--- src/rtl/mdio_pkg.sv ---
package mdio_pkg;

  // Frame layout in MDC cycles, counted from zero.
  localparam int PRE_BITS    = 32;
  localparam int FRAME_W     = 64;
  localparam int RD_RELEASE  = 46;   // first released cycle of a read
  localparam int TA_BIT      = 47;   // turnaround cycle the PHY drives low
  localparam int DATA_FIRST  = 48;
  localparam int DATA_LAST   = 63;
  localparam int WR_RELEASE  = 64;   // first released cycle of a write
  localparam int NORMAL_LAST = 64;
  localparam int ABORT_BITS  = 32;
  localparam int ABORT_LAST  = TA_BIT + ABORT_BITS;
  localparam int BIT_W       = $clog2(ABORT_LAST + 1);

  typedef struct packed {
    logic        rd;
    logic [4:0]  phy_addr;
    logic [4:0]  reg_addr;
    logic [15:0] wdata;
  } mgmt_req_t;

endpackage

--- src/rtl/mdio_half_timer.sv ---
module mdio_half_timer #(
  parameter int HALF_DIV = 50
) (
  input  logic clk,
  input  logic rst,
  input  logic run,
  output logic phase_end
);
  localparam int CW = (HALF_DIV > 1) ? $clog2(HALF_DIV) : 1;
  localparam logic [CW-1:0] LAST = CW'(HALF_DIV - 1);

  logic [CW-1:0] cnt;

  assign phase_end = run && (cnt == LAST);

  always_ff @(posedge clk) begin
    if (rst || !run) cnt <= '0;
    else if (cnt == LAST) cnt <= '0;
    else cnt <= cnt + 1'b1;
  end

  AST_CNT_RANGE: assert property (@(posedge clk) disable iff (rst)
    (int'(cnt) < HALF_DIV));

endmodule

--- src/rtl/mdio_in_sync.sv ---
module mdio_in_sync #(
  parameter int STAGES = 2
) (
  input  logic clk,
  input  logic rst,
  input  logic din,
  output logic dout
);
  logic [STAGES-1:0] chain;

  generate
    for (genvar i = 0; i < STAGES; i++) begin : g_stage
      if (i == 0) begin : g_first
        always_ff @(posedge clk) begin
          if (rst) chain[0] <= 1'b1;
          else chain[0] <= din;
        end
      end else begin : g_next
        always_ff @(posedge clk) begin
          if (rst) chain[i] <= 1'b1;
          else chain[i] <= chain[i-1];
        end
      end
    end
  endgenerate

  assign dout = chain[STAGES-1];

endmodule

--- src/rtl/mdio_frame_seq.sv ---
module mdio_frame_seq
  import mdio_pkg::*;
(
  input  logic        clk,
  input  logic        rst,
  input  logic        req_valid,
  input  mgmt_req_t   req,
  output logic        req_ready,
  input  logic        phase_end,
  input  logic        mdio_s,
  output logic        run,
  output logic        mdc,
  output logic        mdio_o,
  output logic        mdio_oe,
  output logic        done,
  output logic        err,
  output logic [15:0] rd_data
);
  logic               busy;
  logic               half_hi;
  logic [BIT_W-1:0]   bitn;
  logic [BIT_W-1:0]   next_bit;
  logic [BIT_W-1:0]   last_bit;
  logic [FRAME_W-1:0] shreg;
  logic [FRAME_W-1:0] frame;
  logic               is_rd;
  logic               ta_bad;
  logic [15:0]        rdsh;
  logic               in_data;

  assign req_ready = !busy;
  assign run       = busy;
  assign next_bit  = bitn + 1'b1;
  assign in_data   = (int'(bitn) >= DATA_FIRST) && (int'(bitn) <= DATA_LAST);

  // Header, turnaround and data as one word, sent from the top bit down.
  assign frame = {{PRE_BITS{1'b1}}, 2'b01, (req.rd ? 2'b10 : 2'b01),
                  req.phy_addr, req.reg_addr, 2'b10, req.wdata};

  always_ff @(posedge clk) begin
    done <= 1'b0;
    err  <= 1'b0;
    if (rst) begin
      busy     <= 1'b0;
      half_hi  <= 1'b0;
      mdc      <= 1'b0;
      mdio_o   <= 1'b1;
      mdio_oe  <= 1'b0;
      bitn     <= '0;
      last_bit <= BIT_W'(NORMAL_LAST);
      shreg    <= '0;
      is_rd    <= 1'b0;
      ta_bad   <= 1'b0;
      rdsh     <= '0;
      rd_data  <= '0;
    end else if (!busy) begin
      if (req_valid) begin
        busy     <= 1'b1;
        half_hi  <= 1'b0;
        mdc      <= 1'b0;
        bitn     <= '0;
        last_bit <= BIT_W'(NORMAL_LAST);
        is_rd    <= req.rd;
        ta_bad   <= 1'b0;
        mdio_o   <= frame[FRAME_W-1];
        shreg    <= frame << 1;
        mdio_oe  <= 1'b1;
      end
    end else if (phase_end) begin
      if (!half_hi) begin
        mdc     <= 1'b1;
        half_hi <= 1'b1;
      end else begin
        mdc     <= 1'b0;
        half_hi <= 1'b0;
        // Capture at the end of the high phase, after the synchronizer delay.
        if (is_rd && (int'(bitn) == TA_BIT) && mdio_s) begin
          ta_bad   <= 1'b1;
          last_bit <= BIT_W'(ABORT_LAST);
        end
        if (is_rd && !ta_bad && in_data) rdsh <= {rdsh[14:0], mdio_s};
        if (bitn == last_bit) begin
          busy    <= 1'b0;
          mdio_oe <= 1'b0;
          done    <= 1'b1;
          err     <= ta_bad;
          rd_data <= (is_rd && !ta_bad) ? rdsh : 16'h0000;
        end else begin
          bitn    <= next_bit;
          mdio_o  <= shreg[FRAME_W-1];
          shreg   <= shreg << 1;
          mdio_oe <= is_rd ? (int'(next_bit) < RD_RELEASE)
                           : (int'(next_bit) < WR_RELEASE);
        end
      end
    end
  end

  AST_DONE_PULSE: assert property (@(posedge clk) disable iff (rst)
    done |=> !done);

  AST_ERR_WITH_DONE: assert property (@(posedge clk) disable iff (rst)
    err |-> done);

  AST_IDLE_QUIET: assert property (@(posedge clk) disable iff (rst)
    !busy |-> (!mdc && !mdio_oe));

  AST_HOLD_HIGH: assert property (@(posedge clk) disable iff (rst)
    (mdc && $past(mdc)) |-> ($stable(mdio_o) && $stable(mdio_oe)));

  AST_ACCEPT_READY: assert property (@(posedge clk) disable iff (rst)
    $rose(busy) |-> $past(req_valid));

  AST_READ_RELEASED: assert property (@(posedge clk) disable iff (rst)
    (busy && is_rd && (int'(bitn) >= RD_RELEASE)) |-> !mdio_oe);

endmodule

--- src/rtl/mdio_master.sv ---
module mdio_master
  import mdio_pkg::*;
#(
  parameter int HALF_DIV    = 50,
  parameter int SYNC_STAGES = 2
) (
  input  logic        clk,
  input  logic        rst,
  input  logic        req_valid,
  output logic        req_ready,
  input  logic        req_read,
  input  logic [4:0]  req_phy,
  input  logic [4:0]  req_reg,
  input  logic [15:0] req_wdata,
  output logic        busy,
  output logic        done,
  output logic        err,
  output logic [15:0] rd_data,
  output logic        mdc,
  output logic        mdio_o,
  output logic        mdio_oe,
  input  logic        mdio_i
);
  mgmt_req_t req;
  logic      phase_end;
  logic      run;
  logic      mdio_s;

  assign req.rd       = req_read;
  assign req.phy_addr = req_phy;
  assign req.reg_addr = req_reg;
  assign req.wdata    = req_wdata;
  assign busy         = run;

  mdio_half_timer #(.HALF_DIV(HALF_DIV)) u_timer (
    .clk       (clk),
    .rst       (rst),
    .run       (run),
    .phase_end (phase_end)
  );

  mdio_in_sync #(.STAGES(SYNC_STAGES)) u_sync (
    .clk  (clk),
    .rst  (rst),
    .din  (mdio_i),
    .dout (mdio_s)
  );

  mdio_frame_seq u_seq (
    .clk       (clk),
    .rst       (rst),
    .req_valid (req_valid),
    .req       (req),
    .req_ready (req_ready),
    .phase_end (phase_end),
    .mdio_s    (mdio_s),
    .run       (run),
    .mdc       (mdc),
    .mdio_o    (mdio_o),
    .mdio_oe   (mdio_oe),
    .done      (done),
    .err       (err),
    .rd_data   (rd_data)
  );

  AST_BUSY_READY: assert property (@(posedge clk) disable iff (rst)
    busy != req_ready);

endmodule

--- config.mk ---
export PLATFORM = sky130hd
export DESIGN_NAME = mdio_master
export DESIGN_NICKNAME = d
export VERILOG_FILES = /design/src/rtl/mdio_pkg.sv /design/src/rtl/mdio_half_timer.sv /design/src/rtl/mdio_in_sync.sv /design/src/rtl/mdio_frame_seq.sv /design/src/rtl/mdio_master.sv
export SDC_FILE = /design/constraint.sdc
export NUM_CORES = 1
export LEC_CHECK = 0
export ABC_AREA = 1
export BUFFER_PORTS_ARGS = -buffer_cell sky130_fd_sc_hd__buf_2
export CELL_PAD_IN_SITES_DETAIL_PLACEMENT = 1
export CELL_PAD_IN_SITES_GLOBAL_PLACEMENT = 1
export CORE_AREA = 2 2 118 120
export CTS_CLUSTER_DIAMETER = 200
export DETAILED_ROUTE_END_ITERATION = 10
export DIE_AREA = 0 0 120 122
export GPL_ROUTABILITY_DRIVEN = 1
export MAX_ROUTING_LAYER = met4
export PLACE_DENSITY_LB_ADDON = 0.1
export SYNTH_ARGS = -nofsm -noshare
export SYNTH_HDL_FRONTEND = slang
export SYNTH_SLANG_ARGS = --single-unit
--- constraint.sdc ---
create_clock -name clk -period 1.9 [get_ports clk]
set_clock_uncertainty 0.05 [all_clocks]
set_input_delay 0.57 -clock clk [delete_from_list [all_inputs] [get_ports clk]]
set_output_delay 0.57 -clock clk [all_outputs]
set_load 0.03 [all_outputs]
==> flow_summary.json, run 1 <==
{
  "tritoncts": "done",
  "design_area_um2": 6490,
  "slew_viol_final": 0,
  "path_delay_family": "buffers and inverters",
  "p_comb_frac": 0.144,
  "synth_area_leaders": "dfxtp_1, nand2_1, nor2_1",
  "grt_max_degree": 48,
  "grt_pass1_wl_um": 24000,
  "status": "finished clean",
  "hp-start": "mdio_i",
  "dp_hpwl_um": 9470,
  "crit_required_ps": 1280,
  "grt-ovfl-total": 0,
  "multiInputGateArea_um2": 2360,
  "leakage_nw": 3.10,
  "postRouteAntennaNets": 0,
  "timing.final.hold_violations": 0,
  "crit_path_start": "u_seq.run$_SDFF_PP0_",
  "syn_nets": 801,
  "area_delta_synth_final_pct": 24.4,
  "grt_use_total": 0.211,
  "crit_slowest_cell": "dfxtp_2",
  "rsz0062_at_grt": "false",
  "htreeDepth": 4,
  "path_buf_inv": 2,
  "slew_headroom": 0.694,
  "synth_seq_area_share": 0.453,
  "drtPass1Iterations": 4,
  "die_w_um": 120,
  "worst_pin_slew_ps": 456,
  "antenna_found_initial": 0,
  "n_antenna_cell": 0,
  "drc": 0,
  "cp_slowest_stage_delay_ps": 370,
  "placed_cells": 990,
  "first_iter_violations": 214,
  "coreArea_um2": 13500,
  "crit_cells": 2,
  "min_period_over_period": 0.965,
  "hp-class": "primary input to register",
  "end_kind": "output port",
  "floorplan.rows": 43,
  "ys_warn_count": 0,
  "p_sw_frac": 0.256,
  "boundaryPins": 54,
  "clk_latency_ps": 420,
  "worst-setup-path-type": "register to output port",
  "dpl_cell_area_um2": 5840,
  "finalCriticalPeriod_ps": 1830,
  "yosysUniqueCellTypes": 34,
  "numCtsBuffers": 17,
  "setup_viol": 0,
  "ir_drop_v": 0.000681,
  "die-height_um": 122,
  "fin_nets": 864,
  "grt_pass1_vias": 5107,
  "r2r_end": "u_seq.rd_data[0]$_SDFFE_PP0P_",
  "nFillCells": 1763,
  "tns_ps": 0,
  "reg2reg_depth": 7,
  "io_buffers": 53,
  "wire_per_inst_um": 13.7,
  "p_per_area_nw_per_um2": 1100,
  "synth.avg_cell_area_um2": 6.81,
  "drive_gt1_frac": 0.160,
  "cap_violations": 0,
  "min_to": "u_sync.chain[0]$_SDFF_PP1_",
  "path_cells": "inv_2 > buf_2",
  "path_clk_slew_ps": 50,
  "intPower_w": 0.00532,
  "root_buffer": "clkbuf_16",
  "wirelength_um": 14000,
  "via_per_inst": 4.84,
  "worstPathArrival_ps": 1210,
  "num_vias": 4945,
  "synth_top_area_share": 0.453,
  "regArea_um2": 2360,
  "worstSetupStartpointType": "register",
  "crit_fanout": 10,
  "fmax_mhz": 546,
  "synth_area_um2": 5220,
  "cts_hold_buf": 0,
  "pwr-share-seq": 0.387,
  "die_area_um2": 14600,
  "reg2reg_slack_ps": 140,
  "final_cells": 1022,
  "p_clk_frac": 0.469,
  "fin_total_pwr_w": 0.00715,
  "yosys.area.top_type": "dfxtp_1",
  "gp_congestion": 0.895,
  "power.switching_w": 0.00183,
  "hold_depth": 2,
  "start_util": 0.386,
  "clk_path_buf_depth": 2,
  "r2r-start": "u_seq.bitn[3]$_SDFFE_PP0P_",
  "syn_inst": 766,
  "cts.sinks": 118,
  "synth_seq_cells": 118
}
[registers in the layout, indices dropped and copies added, names as in the netlist]
name            flops
u_seq.done          1
u_seq.last_bit      1
u_seq.mdio_oe       1
u_seq.shreg        63
u_timer.cnt         6
u_seq.mdc           1
u_sync.chain        1
u_seq.rd_data      16
u_seq.run           1
u_seq.mdio_o        1
u_seq.rdsh         16
u_seq.bitn          7
u_seq.is_rd         1
u_sync.dout         1
u_seq.err           1
[how the worst max path moves through the flow]
stage                                 end  slack [ps]
5_1_grt        u_seq.rdsh[0]$_SDFFE_PP0P_         0.3
3_5_place_dp   u_seq.rdsh[7]$_SDFFE_PP0P_          60
6_report                        req_ready          70
2_1_floorplan                   req_ready         150
4_1_cts        u_seq.rdsh[7]$_SDFFE_PP0P_           6
3_3_place_gp    u_timer.cnt[2]$_SDFF_PP0_         120
[repair_timing]
item | CTS | global route
endpoints found under the setup margin | 1 | 69
endpoints found under the hold margin | 0 | 0
buffers inserted | 0 | 0
resized for setup | 1 | 10
[cell families after synthesis]
family	synth area share
fa+ha+maj	0.00959
flops	0.453
compound gates	0.0875
buf+inv	0.0993
xor+xnor	0.00336
simple gates	0.348
[placed cells by master (no fill, tap or decap), drive strengths merged, types with 2 or more instances in the layout]
cell type and n:
a21oi 30, buf 90, bufinv 4, clkbuf 23, clkinv 6, dfxtp 118, ha 4, inv 78
nand2 207, nand3 84, nand3b 6, nand4 4, nor2 117, nor3 5, o21ai 52, o31ai 2
or2 5
[power groups by stage]
stage               combinational, W  sequential, W  clock, W
global route                 0.00119        0.00279   0.00354
global placement            0.000987        0.00281         0
floorplan                   0.000704        0.00281         0
finish                       0.00103        0.00277   0.00335
CTS                          0.00104        0.00277   0.00342
detailed placement           0.00103        0.00282         0
[per-stage QoR]
stage / worst slack (ps) / hold slack, ps / util
after floorplan: 148 / 339 / -
after global placement: 119 / 343 / 0.433
after detailed placement: 59.5 / 348 / 0.433
after CTS: 6.31 / 273 / 0.479
after global routing: 0.271 / 293 / 0.481
final: 67.0 / 288 / 0.481
[per-layer routing]
metal  track usage  share of wire  up-vias
met2         0.353           0.48       50
met3        0.0393          0.025       17
met1         0.252           0.48     2354
li1              -              -     2524
met4        0.0787          0.015        0
met5             -              0        -
[cells in the mapped netlist (all sizes together)]
cell and n:
nor3b 1, clkbuf 20, nor3 5, nand2 207, o31ai 2, nand3b 6
nand3 84, o21ai 52, dfxtp 118, o21bai 1, inv 80, o22ai 1
a31oi 1, xnor2 1, nor2 117, xor2 1, a21oi 30, buf 26
nand4 4, ha 4, or2 5
[worst reg2reg max path, stage by stage (launching register included)]
cell and delay (ps):
dfxtp_1 460, nand4_1 190, nand2_1 140, nand3_4 160, or2_1 330, buf_12 190
nand2_1 80, a21oi_1 60
[cell type report]
type,count,area share
clock inverter,9,0.0229
sequential,118,0.364
multi-input combinational,522,0.363
clock buffer,23,0.0721
tap,180,0.0347
inverter,80,0.0468
timing repair buffer,90,0.0963
No activity file was read; power rests on OpenSTA's default activity.
==> run 2: changes to the inputs <==
CORE_AREA = 2 2 115 117   (was 2 2 118 120)
CTS_BUF_LIST = sky130_fd_sc_hd__clkbuf_4 sky130_fd_sc_hd__clkbuf_8 sky130_fd_sc_hd__clkbuf_16   (was not set)
DIE_AREA = 0 0 117 119   (was 0 0 120 122)
SYNTH_HIERARCHICAL = 1   (was not set)
==> run 2 against run 1 <==
Effect of this change:
- the flow now finishes with violations (negative setup slack)
- setup slack lost 72 ps
- synthesized cell count down 13%
- sequential power is 4% lower
- die area shrank 4.9%
- total power decreased by 2.4%
- global-route usage rose by 0.19 points
- count of clock-buffer cells in the layout down 4
- flip-flop and latch count unchanged
- critical endpoint is now u_seq/shreg[29]$_SDFFE_PP0P_
- largest cell class unchanged
==> flow_summary.json, run 2 <==
{
  "status": "finished with violations",
  "violations": "negative setup slack",
  "slew_headroom": 0.700,
  "reg2reg_slack_ps": -5,
  "setup_viol": 1,
  "die-height_um": 119,
  "min_period_over_period": 1.00,
  "fin_nets": 778,
  "io_buffers": 53,
  "cap_violations": 0,
  "drc": 0,
  "syn_nets": 705,
  "top_layer_used": "met4",
  "worstSetupStartpointType": "register",
  "floorplan.rows": 42,
  "postRouteAntennaNets": 0,
  "post-place-ws_ps": -66.1,
  "antenna_found_initial": 0,
  "grt_max_degree": 38,
  "dp_hpwl_um": 8680,
  "wl_met1_um": 6790,
  "hp-class": "primary input to register",
  "cts.sinks": 118,
  "wire_per_inst_um": 15.7,
  "drive_gt1_frac": 0.210,
  "crit_path_start": "u_timer/cnt[1]$_SDFF_PP0_",
  "dpl_cell_area_um2": 5530,
  "grt_pass1_vias": 4740,
  "grt-ovfl-total": 0,
  "leakage_nw": 2.76,
  "worst-setup-path-type": "register to register",
  "top_regs": "u_seq/shreg x63, u_seq/rd_data x16, u_seq/rdsh x16",
  "timing.final.hold_violations": 0,
  "boundaryPins": 54,
  "via_per_inst": 5.02,
  "worstPathArrival_ps": 2210,
  "tns_ps": -5.11,
  "worst_pin_slew_ps": 450,
  "grt_use_total": 0.212,
  "ir_drop_v": 0.000608,
  "design_area_um2": 6480,
  "cp-endpoint": "u_seq/shreg[29]$_SDFFE_PP0P_",
  "final_cell_mix": "nand2_1, dfxtp_1, nand3_1",
  "syn_inst": 670,
  "crit_fanout": 8,
  "ys_warn_count": 6,
  "yosys.area.top_type": "dfxtp_1",
  "n_antenna_cell": 0,
  "r2r-start": "u_timer/cnt[1]$_SDFF_PP0_",
  "path_clk_slew_ps": 60,
  "wirelength_um": 14600,
  "synthFlopType": "dfxtp_1",
  "synth.avg_cell_area_um2": 7.41,
  "setup_ws_ps": -5.11,
  "synth_seq_area_share": 0.476,
  "gp_congestion": 0.846,
  "dr_wl_met3_um": 579,
  "regMostFlops": "u_seq/shreg",
  "num_vias": 4676,
  "synth_area_leaders": "dfxtp_1, nand2_1, nand3_1",
  "area_delta_synth_final_pct": 30.5,
  "drtPass1Iterations": 4,
  "wl_met2_um": 7000,
  "p_per_area_nw_per_um2": 1080,
  "yosysUniqueCellTypes": 33,
  "coreArea_um2": 12900,
  "synth_area_um2": 4970,
  "die_area_um2": 13900,
  "fmax_mhz": 525,
  "root_buffer": "clkbuf_16",
  "die_w_um": 117,
  "grt_pass1_wl_um": 22700,
  "synth-edff-count": 0,
  "finalCriticalPeriod_ps": 1910,
  "first_iter_violations": 244,
  "crit_required_ps": 2200,
  "tritoncts": "done",
  "start_util": 0.386,
  "slew_viol_final": 0,
  "reg2reg_depth": 12,
  "numCtsBuffers": 17,
  "synth_most_common_cell": "nand2_1",
  "htreeDepth": 4,
  "async_flop_share": 0,
  "clk_latency_ps": 420,
  "synth_top_area_share": 0.476,
  "end_kind": "register",
  "synth_common_cells": "nand2_1, dfxtp_1, nand3_1, a21oi_1, o21ai_0",
  "r2r_end": "u_seq/shreg[29]$_SDFFE_PP0P_",
  "final_common_cell": "nand2_1",
  "clk_path_buf_depth": 2,
  "fin_total_pwr_w": 0.00698,
  "synth_seq_cells": 118,
  "largest_reg_flops": 63,
  "cts_hold_buf": 0
}
[run 2: cell count changes after synthesis, moves of 4 or more]
cell	previous run	this run
inv_1	77	42
nand3_1	82	76
nor3_1	3	32
buf_2	12	7
nand3b_1	6	0
o21ai_0	49	54
nand2_1	205	146
buf_1	8	3
clkbuf_1	20	24
a21oi_1	29	59
o21ai_1	3	9
nor2_1	117	53
[run 2: layer usage]
metal	track usage	vias to the layer above
met5	-	-
met2	0.336	86
met4	0.0669	0
met1	0.262	2222
li1	-	2348
met3	0.0606	20
[run 2: logic make-up (layout without fill, tap and decap cells)]
family,count (synthesis),count (layout),synth area share
compound gates,127,127,0.131
xor+xnor,4,4,0.00706
fa+ha+maj,4,4,0.0101
buf+inv,91,177,0.0806
flops,118,118,0.476
simple gates,326,326,0.296
[run 2: repair_timing]
| action | 4_1_cts | 5_1_grt |
|---|---|---|
| pin swaps | 0 | 7 |
| setup buffers | 0 | 9 |
| endpoints found under the setup margin | 45 | 101 |
| resized for setup | 9 | 25 |
| cloned | 0 | 6 |
[run 2: how the worst min path moves through the flow]
stage | start | slack, ps | to | depth (start not counted)
2_1_floorplan | u_sync/chain[0]$_SDFF_PP1_ | 340 | u_sync/dout$_SDFF_PP1_ | 2
3_3_place_gp | u_sync/chain[0]$_SDFF_PP1_ | 350 | u_sync/dout$_SDFF_PP1_ | 2
3_5_place_dp | u_sync/chain[0]$_SDFF_PP1_ | 350 | u_sync/dout$_SDFF_PP1_ | 2
4_1_cts | mdio_i | 260 | u_sync/chain[0]$_SDFF_PP1_ | 3
5_1_grt | mdio_i | 280 | u_sync/chain[0]$_SDFF_PP1_ | 3
6_report | mdio_i | 280 | u_sync/chain[0]$_SDFF_PP1_ | 3
[run 2: area by class of cell]
type                            count  area, µm²
Clock inverter                     13        228
Tap cell                          176        220
Clock buffer                       19        447
Fill cell                        1607       6390
Sequential cell                   118       2370
Multi-Input combinational cell    461       2250
Timing Repair Buffer               99        787
Inverter                           46        176
[run 2: critical path, cell delays in order (launching register included)]
cell     delay [ps]
dfxtp_2         330
inv_2            60
ha_1            180
nand3_2         120
nor2_4          160
nand3_4         110
nand2_4         110
nand2_8          90
nand2_8         150
buf_6           140
buf_6           130
nand2_1          60
a21oi_1         120
[run 2: power by group]
group,switching (W),internal [W]
Clock,0.00117,0.00250
Combinational,0.000386,0.000248
Sequential,0.0000649,0.00260
Total,0.00163,0.00535
[run 2: stage by stage]
stage,hold WS (ps),std cells,utilization
after floorplan,337,670,-
after global placement,353,885,0.430
after detailed placement,347,885,0.430
after CTS,260,917,0.483
after global routing,276,932,0.503
final,277,932,0.503
==> run 3: changes to the inputs <==
RECOVER_POWER = 50   (was not set)
REMOVE_ABC_BUFFERS = 1   (was not set)
==> run 3 against run 2 <==
Effect of this change:
- the flow now finishes without violations
- hold slack better by 8.6 ps
- setup slack better by 71 ps
- routed wire length down 0.89%
- via count grew 1.3%
- non-clock buffer count decreased by 4
- final area decreased by 0.42%
==> flow_summary.json, run 3 (synthesis results as in run 2) <==
{
  "end_kind": "output port",
  "tns_ps": 0,
  "crit_required_ps": 1280,
  "die_area_um2": 13900,
  "hold_depth": 3,
  "drtPass1Iterations": 4,
  "reg2reg_depth": 11,
  "nFillCells": 1603,
  "top_regs": "u_seq/shreg x63, u_seq/rd_data x16, u_seq/rdsh x16",
  "regMostFlops": "u_seq/shreg",
  "design_area_um2": 6450,
  "wirelength_um": 14500,
  "floorplan.rows": 42,
  "worstSetupStartpointType": "register",
  "postRouteAntennaNets": 0,
  "cap_violations": 0,
  "tritoncts": "done",
  "slew_viol_final": 0,
  "hp-class": "primary input to register",
  "gp_congestion": 0.780,
  "die-height_um": 119,
  "boundaryPins": 54,
  "placed_cells": 880,
  "cts.sinks": 118,
  "slew_headroom": 0.652,
  "r2r-start": "u_timer/cnt[3]$_SDFF_PP0_",
  "start_util": 0.386,
  "via_per_inst": 5.10,
  "final_cell_mix": "nand2_1, dfxtp_1, nand3_1",
  "grt-ovfl-total": 0,
  "ir_drop_v": 0.000629,
  "min_period_over_period": 0.965,
  "worstPathArrival_ps": 1210,
  "die_w_um": 117,
  "leakage_nw": 2.71,
  "finalCriticalPeriod_ps": 1830,
  "hp-start": "mdio_i",
  "num_vias": 4737,
  "regArea_um2": 2370,
  "grt_use_total": 0.203,
  "setup_viol": 0,
  "fmax_mhz": 545,
  "min_to": "u_sync/chain[0]$_SDFF_PP1_",
  "status": "finished clean",
  "p_per_area_nw_per_um2": 1010,
  "io_buffers": 53,
  "grt_max_degree": 68,
  "grt_pass1_wl_um": 21800,
  "path_clk_slew_ps": 60,
  "drive_gt1_frac": 0.212,
  "clk_path_buf_depth": 2,
  "n_antenna_cell": 0,
  "grt_pass1_vias": 4602,
  "antenna_found_initial": 0,
  "fin_nets": 775,
  "htreeDepth": 4,
  "area_delta_synth_final_pct": 29.9,
  "first_iter_violations": 309,
  "multiInputGateArea_um2": 2290,
  "largest_reg_flops": 63,
  "clk_latency_ps": 420,
  "coreArea_um2": 12900,
  "worst_pin_slew_ps": 521,
  "reg2reg_slack_ps": 70,
  "worst-setup-path-type": "register to output port",
  "crit_fanout": 6,
  "r2r_end": "u_seq/bitn[6]$_SDFFE_PP0P_",
  "timing.final.hold_violations": 0,
  "final_common_cell": "nand2_1",
  "dp_hpwl_um": 8330,
  "final_cells": 929,
  "drc": 0,
  "root_buffer": "clkbuf_16",
  "wire_per_inst_um": 15.6,
  "numCtsBuffers": 17,
  "dpl_cell_area_um2": 5490
}
-- run 3: worst max-delay path by stage --
stage          slack, ps                      start                        endpoint
2_1_floorplan      -1430       u_seq/run$_SDFF_PP0_    u_seq/shreg[30]$_SDFFE_PP0P_
3_3_place_gp          50                  req_valid      u_seq/bitn[2]$_SDFFE_PP0P_
3_5_place_dp         -90  u_timer/cnt[1]$_SDFF_PP0_      u_seq/bitn[6]$_SDFFE_PP0P_
4_1_cts               10  u_timer/cnt[1]$_SDFF_PP0_      u_seq/bitn[6]$_SDFFE_PP0P_
5_1_grt              -30  u_timer/cnt[3]$_SDFF_PP0_  u_seq/rd_data[13]$_SDFFE_PP0N_
6_report              70       u_seq/run$_SDFF_PP0_                       req_ready
-- run 3: worst max-delay path, stage by stage, from the launching register on --
cell and delay (ps):
dfxtp_1 370, buf_8 140, clkinv_2 90, buf_2 190
-- run 3: power breakdown --
part           total, W  internal [W]  switching (W)
Combinational  0.000656      0.000265       0.000392
Clock           0.00318       0.00197        0.00121
Sequential      0.00267       0.00260      0.0000665
Total           0.00651       0.00483        0.00167
-- run 3: layer usage --
layer,GRT usage,routed length (µm)
met4,0.0728,123
met2,0.331,7260
met3,0.0427,445
met5,-,0
met1,0.248,6640
-- run 3: repair_timing --
| item | in CTS | in global routing |
|---|---|---|
| cloned | 0 | 9 |
| setup buffers | 4 | 4 |
| resized for setup | 5 | 37 |
| hold endpoints to repair | 0 | 0 |
| hold buffers | 0 | 0 |
| endpoints found under the setup margin | 9 | 97 |
| pin swaps | 0 | 9 |
-- run 3: metrics by stage --
stage | hold WS (ps) | setup slack [ps] | utilization | power [W]
finish | 286 | 65.9 | 0.501 | 0.00651
global route | 280 | -25.3 | 0.501 | 0.00677
CTS | 269 | 11.7 | 0.476 | 0.00647
detailed placement | 351 | -91.3 | 0.427 | 0.00326
global placement | 346 | 46.9 | 0.427 | 0.00323
floorplan | 337 | -1430 | - | 0.00302
-- run 3: cell type report --
class	instances	share of cell area
Clock buffer	18	0.0681
Clock inverter	14	0.0237
Inverter	46	0.0273
Multi-Input combinational cell	462	0.356
Sequential cell	118	0.367
Tap cell	176	0.0341
Timing Repair Buffer	95	0.124
